===== src/rtl/cbd_pkg.sv =====
package cbd_pkg;

  localparam int unsigned BUS_AW = 16;

  // Inclusive range test on a zero-extended bus address.
  function automatic logic span_hit(input logic [BUS_AW-1:0] a,
                                    input logic [BUS_AW-1:0] lo,
                                    input logic [BUS_AW-1:0] hi);
    return (a >= lo) && (a <= hi);
  endfunction

  // Masked compare: bits outside the mask are don't-care.
  function automatic logic mask_hit(input logic [BUS_AW-1:0] a,
                                    input logic [BUS_AW-1:0] mask,
                                    input logic [BUS_AW-1:0] match);
    return (a & mask) == (match & mask);
  endfunction

endpackage


===== src/rtl/cbd_phase_sampler.sv =====
module cbd_phase_sampler #(
  parameter int unsigned AW = 15,
  parameter int unsigned DW = 8
) (
  input  logic          clk,
  input  logic          rst_n,
  input  logic          m2,
  input  logic          rw,
  input  logic          rsel_n,
  input  logic [AW-1:0] addr,
  input  logic [DW-1:0] data,
  output logic          s_rw,
  output logic          s_rsel_n,
  output logic [AW-1:0] s_addr,
  output logic [DW-1:0] s_data,
  output logic          m2_fall
);

  logic s_m2;

  // Every clock the bus is copied; on the fall the copy is the last high sample.
  always_ff @(posedge clk or negedge rst_n) begin
    if (!rst_n) begin
      s_m2     <= 1'b0;
      s_rw     <= 1'b1;
      s_rsel_n <= 1'b1;
      s_addr   <= '0;
      s_data   <= '0;
    end else begin
      s_m2     <= m2;
      s_rw     <= rw;
      s_rsel_n <= rsel_n;
      s_addr   <= addr;
      s_data   <= data;
    end
  end

  assign m2_fall = s_m2 & ~m2;

endmodule


===== src/rtl/cbd_write_capture.sv =====
module cbd_write_capture
  import cbd_pkg::*;
#(
  parameter int unsigned AW        = 15,
  parameter int unsigned DW        = 8,
  parameter logic [15:0] REG_LO    = 16'h4020,
  parameter logic [15:0] REG_HI    = 16'h7FFF,
  parameter logic [15:0] WIN_MASK  = 16'h7000,
  parameter logic [15:0] WIN_MATCH = 16'h5000
) (
  input  logic          clk,
  input  logic          rst_n,
  input  logic          m2_fall,
  input  logic          s_rw,
  input  logic          s_rsel_n,
  input  logic [AW-1:0] s_addr,
  input  logic [DW-1:0] s_data,
  output logic          wr_stb,
  output logic [AW-1:0] wr_addr,
  output logic [DW-1:0] wr_data,
  output logic          win_stb
);

  localparam int unsigned PADW = BUS_AW - AW;

  logic [BUS_AW-1:0] s_addr_x;
  logic [BUS_AW-1:0] wr_addr_x;
  logic              cap_take;
  logic              cap_win;

  // A15 is zero whenever the ROM select is high at the fall.
  assign s_addr_x  = {{PADW{1'b0}}, s_addr};
  assign wr_addr_x = {{PADW{1'b0}}, wr_addr};
  assign cap_take  = m2_fall & ~s_rw & s_rsel_n & span_hit(s_addr_x, REG_LO, REG_HI);
  assign cap_win   = mask_hit(s_addr_x, WIN_MASK, WIN_MATCH);

  always_ff @(posedge clk or negedge rst_n) begin
    if (!rst_n) begin
      wr_stb  <= 1'b0;
      win_stb <= 1'b0;
      wr_addr <= '0;
      wr_data <= '0;
    end else begin
      wr_stb  <= cap_take;
      win_stb <= cap_take & cap_win;
      if (cap_take) begin
        wr_addr <= s_addr;
        wr_data <= s_data;
      end
    end
  end

  a_r2_single_pulse: assert property (@(posedge clk) disable iff (!rst_n)
    wr_stb |=> !wr_stb);
  a_r3_hold_between: assert property (@(posedge clk) disable iff (!rst_n)
    !wr_stb |-> ($stable(wr_addr) && $stable(wr_data)));
  a_r6_span_kept: assert property (@(posedge clk) disable iff (!rst_n)
    wr_stb |-> span_hit(wr_addr_x, REG_LO, REG_HI));
  a_r7_window_in_pulse: assert property (@(posedge clk) disable iff (!rst_n)
    win_stb |-> (wr_stb && mask_hit(wr_addr_x, WIN_MASK, WIN_MATCH)));

endmodule


===== src/rtl/cbd_chip_enables.sv =====
module cbd_chip_enables
  import cbd_pkg::*;
#(
  parameter int unsigned AW        = 15,
  parameter logic [15:0] RAM_MASK  = 16'h6000,
  parameter logic [15:0] RAM_MATCH = 16'h6000
) (
  input  logic          m2,
  input  logic          rsel_n,
  input  logic [AW-1:0] addr,
  output logic          ram_ce,
  output logic          rom_ce
);

  localparam int unsigned PADW = BUS_AW - AW;

  logic [BUS_AW-1:0] addr_x;

  assign addr_x = {{PADW{1'b0}}, addr};
  assign ram_ce = m2 & rsel_n & mask_hit(addr_x, RAM_MASK, RAM_MATCH);
  assign rom_ce = ~rsel_n;

endmodule


===== src/rtl/cart_bus_decoder.sv =====
module cart_bus_decoder #(
  parameter int unsigned AW        = 15,
  parameter int unsigned DW        = 8,
  parameter logic [15:0] REG_LO    = 16'h4020,
  parameter logic [15:0] REG_HI    = 16'h7FFF,
  parameter logic [15:0] WIN_MASK  = 16'h7000,
  parameter logic [15:0] WIN_MATCH = 16'h5000,
  parameter logic [15:0] RAM_MASK  = 16'h6000,
  parameter logic [15:0] RAM_MATCH = 16'h6000
) (
  input  logic          clk,
  input  logic          rst_n,
  input  logic          m2,
  input  logic          cpu_rw,
  input  logic          romsel_n,
  input  logic [AW-1:0] cpu_addr,
  input  logic [DW-1:0] cpu_data,
  output logic          wr_stb,
  output logic [AW-1:0] wr_addr,
  output logic [DW-1:0] wr_data,
  output logic          win_stb,
  output logic          ram_ce,
  output logic          rom_ce
);

  logic          s_rw;
  logic          s_rsel_n;
  logic [AW-1:0] s_addr;
  logic [DW-1:0] s_data;
  logic          m2_fall;

  cbd_phase_sampler #(.AW(AW), .DW(DW)) u_sampler (
    .clk      (clk),
    .rst_n    (rst_n),
    .m2       (m2),
    .rw       (cpu_rw),
    .rsel_n   (romsel_n),
    .addr     (cpu_addr),
    .data     (cpu_data),
    .s_rw     (s_rw),
    .s_rsel_n (s_rsel_n),
    .s_addr   (s_addr),
    .s_data   (s_data),
    .m2_fall  (m2_fall)
  );

  cbd_write_capture #(
    .AW(AW), .DW(DW), .REG_LO(REG_LO), .REG_HI(REG_HI),
    .WIN_MASK(WIN_MASK), .WIN_MATCH(WIN_MATCH)
  ) u_capture (
    .clk      (clk),
    .rst_n    (rst_n),
    .m2_fall  (m2_fall),
    .s_rw     (s_rw),
    .s_rsel_n (s_rsel_n),
    .s_addr   (s_addr),
    .s_data   (s_data),
    .wr_stb   (wr_stb),
    .wr_addr  (wr_addr),
    .wr_data  (wr_data),
    .win_stb  (win_stb)
  );

  cbd_chip_enables #(.AW(AW), .RAM_MASK(RAM_MASK), .RAM_MATCH(RAM_MATCH)) u_enables (
    .m2     (m2),
    .rsel_n (romsel_n),
    .addr   (cpu_addr),
    .ram_ce (ram_ce),
    .rom_ce (rom_ce)
  );

  // Port-level timing: a pulse follows one high sample then one low sample of M2.
  a_r2_after_fall: assert property (@(posedge clk) disable iff (!rst_n)
    wr_stb |-> ($past(m2, 2) && !$past(m2, 1)));
  a_r4_rom_half_excluded: assert property (@(posedge clk) disable iff (!rst_n)
    wr_stb |-> $past(romsel_n, 2));
  a_r5_reads_excluded: assert property (@(posedge clk) disable iff (!rst_n)
    wr_stb |-> !$past(cpu_rw, 2));

endmodule


===== config.mk =====
export PLATFORM = sky130hd
export DESIGN_NAME = cart_bus_decoder
export DESIGN_NICKNAME = d
export VERILOG_FILES = /design/src/rtl/cbd_pkg.sv /design/src/rtl/cbd_phase_sampler.sv /design/src/rtl/cbd_write_capture.sv /design/src/rtl/cbd_chip_enables.sv /design/src/rtl/cart_bus_decoder.sv
export SDC_FILE = /design/constraint.sdc
export NUM_CORES = 1
export LEC_CHECK = 0
export BUFFER_PORTS_ARGS = -buffer_cell sky130_fd_sc_hd__buf_4
export CORE_MARGIN = 1.5
export CORE_UTILIZATION = 46
export CTS_BUF_LIST = sky130_fd_sc_hd__clkbuf_4 sky130_fd_sc_hd__clkbuf_8
export DETAILED_ROUTE_END_ITERATION = 6
export PLACE_DENSITY = 0.81
export RECOVER_POWER = 50
export SETUP_SLACK_MARGIN = 0.2
export SYNTH_ARGS = -nofsm -noshare
export SYNTH_HDL_FRONTEND = slang
export SYNTH_SLANG_ARGS = --single-unit

===== constraint.sdc =====
create_clock -name clk -period 3.8 [get_ports clk]
set_input_delay 0.38 -clock clk [delete_from_list [all_inputs] [get_ports clk]]
set_output_delay 0.38 -clock clk [all_outputs]
set_load 0.02 [all_outputs]

==> results.toml <==
[outcome]
outcome = "finished, violations left"
failed_checks = "max-capacitance violations, max-slew violations"

[placed_design]
gp_congestion = 0.659
place_hpwl_um = 1940
placement.io_buffers = 54
placed_cell_area_mm2 = 0.00207
preCtsSetupSlack_ns = 1.52

[clock_tree]
htree_num_levels = 2
tritoncts_clock_tree = "done"
worst_skew_pair.late_latency_ns = 0.36
cts_setup_buffers = 0
maximum_number_of_buffers_from_clock_root_to_sink = 2
root_buffer = "sky130_fd_sc_hd__clkbuf_4"
hold_buffers = 0
path_clk_slew_ns = 0.13
cts_repair_resize_count = 0
cts-buffers-inserted = 5
cts_num_sinks = 51

[cells_and_area]
post-route-cell-area_mm2 = 0.00214
final-seq-area_mm2 = 0.00128
final_layout_size_suffix_gt1_share_pct = 53.4
mostFrequentLayoutCells = "49 x sky130_fd_sc_hd__dfrtp_1, 29 x sky130_fd_sc_hd__clkbuf_4, 28 x sky130_fd_sc_hd__buf_4"
multi_input_combinational_cell_area_um2 = 309
antenna_cells_inserted = 0
final_common_cell = "sky130_fd_sc_hd__dfrtp_1"
layout-area-overhead-vs-synth_pct = 32.3
post-route-util_pct = 63.7
final_net_count = 175
fill_cells = 281

[global_routing]
global_route.usage.total_pct = 15.9
number_of_antenna_violations_at_the_first_check_in_global_routing = 0
global_route.overflow_total = 0
first_global_vias = 992
grt_start_max_net_pins = 52
grt_pass1_wl_um = 4610

[synth]
netlist-cell-type-count = 14
synth_sequential_area_ratio_pct = 79.0
synth.top_cell.area_share_pct = 75.8
synth-seq-cells = 51
synthDominantAreaCellType = "sky130_fd_sc_hd__dfrtp_1"
ys_top_cells_by_area = "sky130_fd_sc_hd__dfrtp_1 76%, sky130_fd_sc_hd__mux2_2 10%, sky130_fd_sc_hd__a22o_1 3.8%"
post_synth_instance_area_mm2 = 0.00162
mappedNetlistNets = 115
syn_avg_cell_area_um2 = 18.6
synth-warning-count = 0
netlist_instances = 87

[power_and_ir_drop]
finalPower_mw = 1.20
ir_drop_v = 0.000354
power_leakage_nw = 1.05
power.density_cell_area_mw_per_mm2 = 561

[worst_setup_path]
worst_setup_path_start_kind = "flop"
critical_path_at_ns = 2.52
r2r-end = "u_capture.wr_data[6]$_DFFE_PN0P_"
timing.reg2reg.worst_path_depth = 5
crit_fanout = 13
critPathRequiredTime_ns = 4.06
crit-reg2reg-launch = "u_sampler.s_addr[9]$_DFF_PN0_"
regToRegSetupSlack_ns = 1.53
setup.worst_path.end_class = "flop"
timing.setup.critical_path_class = "flop to flop"

[routing]
drt_first_iter_violations = 14
pre_repair_dr_iteration_count = 4
wire_per_inst_um = 13.7
num_vias = 922
antenna_violating_nets_post_route = 0
vias_per_cell = 4.75
drc_errors = 0
finalWirelength_um = 2660

[sta]
period_needed_ns = 2.27
timing.final.max_slew_violations = 52
timing_hold_violations_final = 0
fin_ws_ns = 1.53
worst_slew_pin_slew_ns = 2.50
setup_tns_ns = 0
clock-skew-final_ns = 0.0100
setup_viol = 0
unrepaired_setup_endpoints_after_global_routing = "no"
finalCritPeriodShare_pct = 59.7
max-slew-margin-rel_pct = -66.4
timing.fmax_ghz = 0.441

[die]
fp.dieArea_mm2 = 0.00388
rows = 21
die_h_um = 62.3
boundaryPins = 55
die_width_um = 62.3
placeableCoreArea_mm2 = 0.00336
floorplan.initialDensity_pct = 48.1

[flow_run]
max_cap_viol_count = 1

[hold_path]
hold-path-cell-count = 1
worst_hold_path.endpoint = "u_sampler.s_rw$_DFF_PN1_"
worst_hold_launch = "cpu_rw"
classification_of_the_worst_slack_hold_path = "input port to flop"
[sequential cells by signal, indices dropped and copies added, names as in the netlist]
signal	count
u_sampler.s_addr	15
u_capture.wr_stb	1
u_sampler.s_m2	1
u_sampler.s_rw	1
u_capture.wr_data	8
u_capture.wr_addr	15
u_capture.win_stb	1
u_sampler.s_data	8
u_sampler.s_rsel_n	1
[metal layers]
metal / GRT usage, % / wire, µm
met1: 20.4 / 1150
met2: 25.5 / 1310
met3: 6.52 / 185
met4: 4.17 / 19
met5: 0 / 0
[final cells by class]
type	instances	share of cell area, %
clock buffer	6	2.40
inverter	2	0.351
tap	46	2.69
multi-input combinational	32	14.4
sequential	51	59.7
clock inverter	2	1.64
timing repair buffer	55	18.8
[cells in the mapped netlist]
cell	instances
sky130_fd_sc_hd__mux2_2	15
sky130_fd_sc_hd__nor2_1	2
sky130_fd_sc_hd__inv_1	2
sky130_fd_sc_hd__nand2b_1	1
sky130_fd_sc_hd__a22o_1	7
sky130_fd_sc_hd__nand2_1	2
sky130_fd_sc_hd__nor2_2	1
sky130_fd_sc_hd__and4_1	1
sky130_fd_sc_hd__nor4_1	1
sky130_fd_sc_hd__nand4b_1	1
sky130_fd_sc_hd__buf_6	2
sky130_fd_sc_hd__dfrtp_1	49
sky130_fd_sc_hd__dfstp_2	2
sky130_fd_sc_hd__o41ai_4	1
[per-stage QoR]
step,hold slack (ns),instances
global route,0.0859,194
detailed placement,0.428,186
CTS,0.0219,194
global placement,0.415,186
floorplan,0.0844,87
finish,0.121,194
[power breakdown]
part | internal [mW] | switching, mW
sequential | 0.611 | 0.0394
combinational | 0.122 | 0.120
clock | 0.156 | 0.153
total | 0.889 | 0.312
[cell families after synthesis]
logic type             share of synthesized area, %
AND/OR/NAND/NOR                                3.17
buffers and inverters                          1.86
multiplexers                                   10.4
AO/OA/AOI/OAI                                  5.49
flip-flops                                     79.0
[how the worst max path moves through the flow]
stage / cells past startpoint / end / from / slack, ns
floorplan: 5 / u_capture.wr_addr[0]$_DFFE_PN0P_ / u_sampler.s_addr[9]$_DFF_PN0_ / 2.05
global placement: 5 / u_capture.wr_addr[1]$_DFFE_PN0P_ / u_sampler.s_addr[9]$_DFF_PN0_ / 1.64
detailed placement: 5 / u_capture.wr_data[6]$_DFFE_PN0P_ / u_sampler.s_addr[9]$_DFF_PN0_ / 1.52
CTS: 5 / u_capture.wr_data[6]$_DFFE_PN0P_ / u_sampler.s_addr[9]$_DFF_PN0_ / 1.51
global route: 1 / u_sampler.s_addr[4]$_DFF_PN0_ / rst_n / 1.03
finish: 5 / u_capture.wr_data[6]$_DFFE_PN0P_ / u_sampler.s_addr[9]$_DFF_PN0_ / 1.53
[worst max-delay path: stages (launching register included)]
cell	delay [ns]
sky130_fd_sc_hd__dfrtp_1	0.40
sky130_fd_sc_hd__nor4_1	0.27
sky130_fd_sc_hd__nand2_1	0.13
sky130_fd_sc_hd__o41ai_4	0.68
sky130_fd_sc_hd__buf_4	0.33
sky130_fd_sc_hd__mux2_2	0.35
Note: power is estimated with default switching activity, not from simulation.
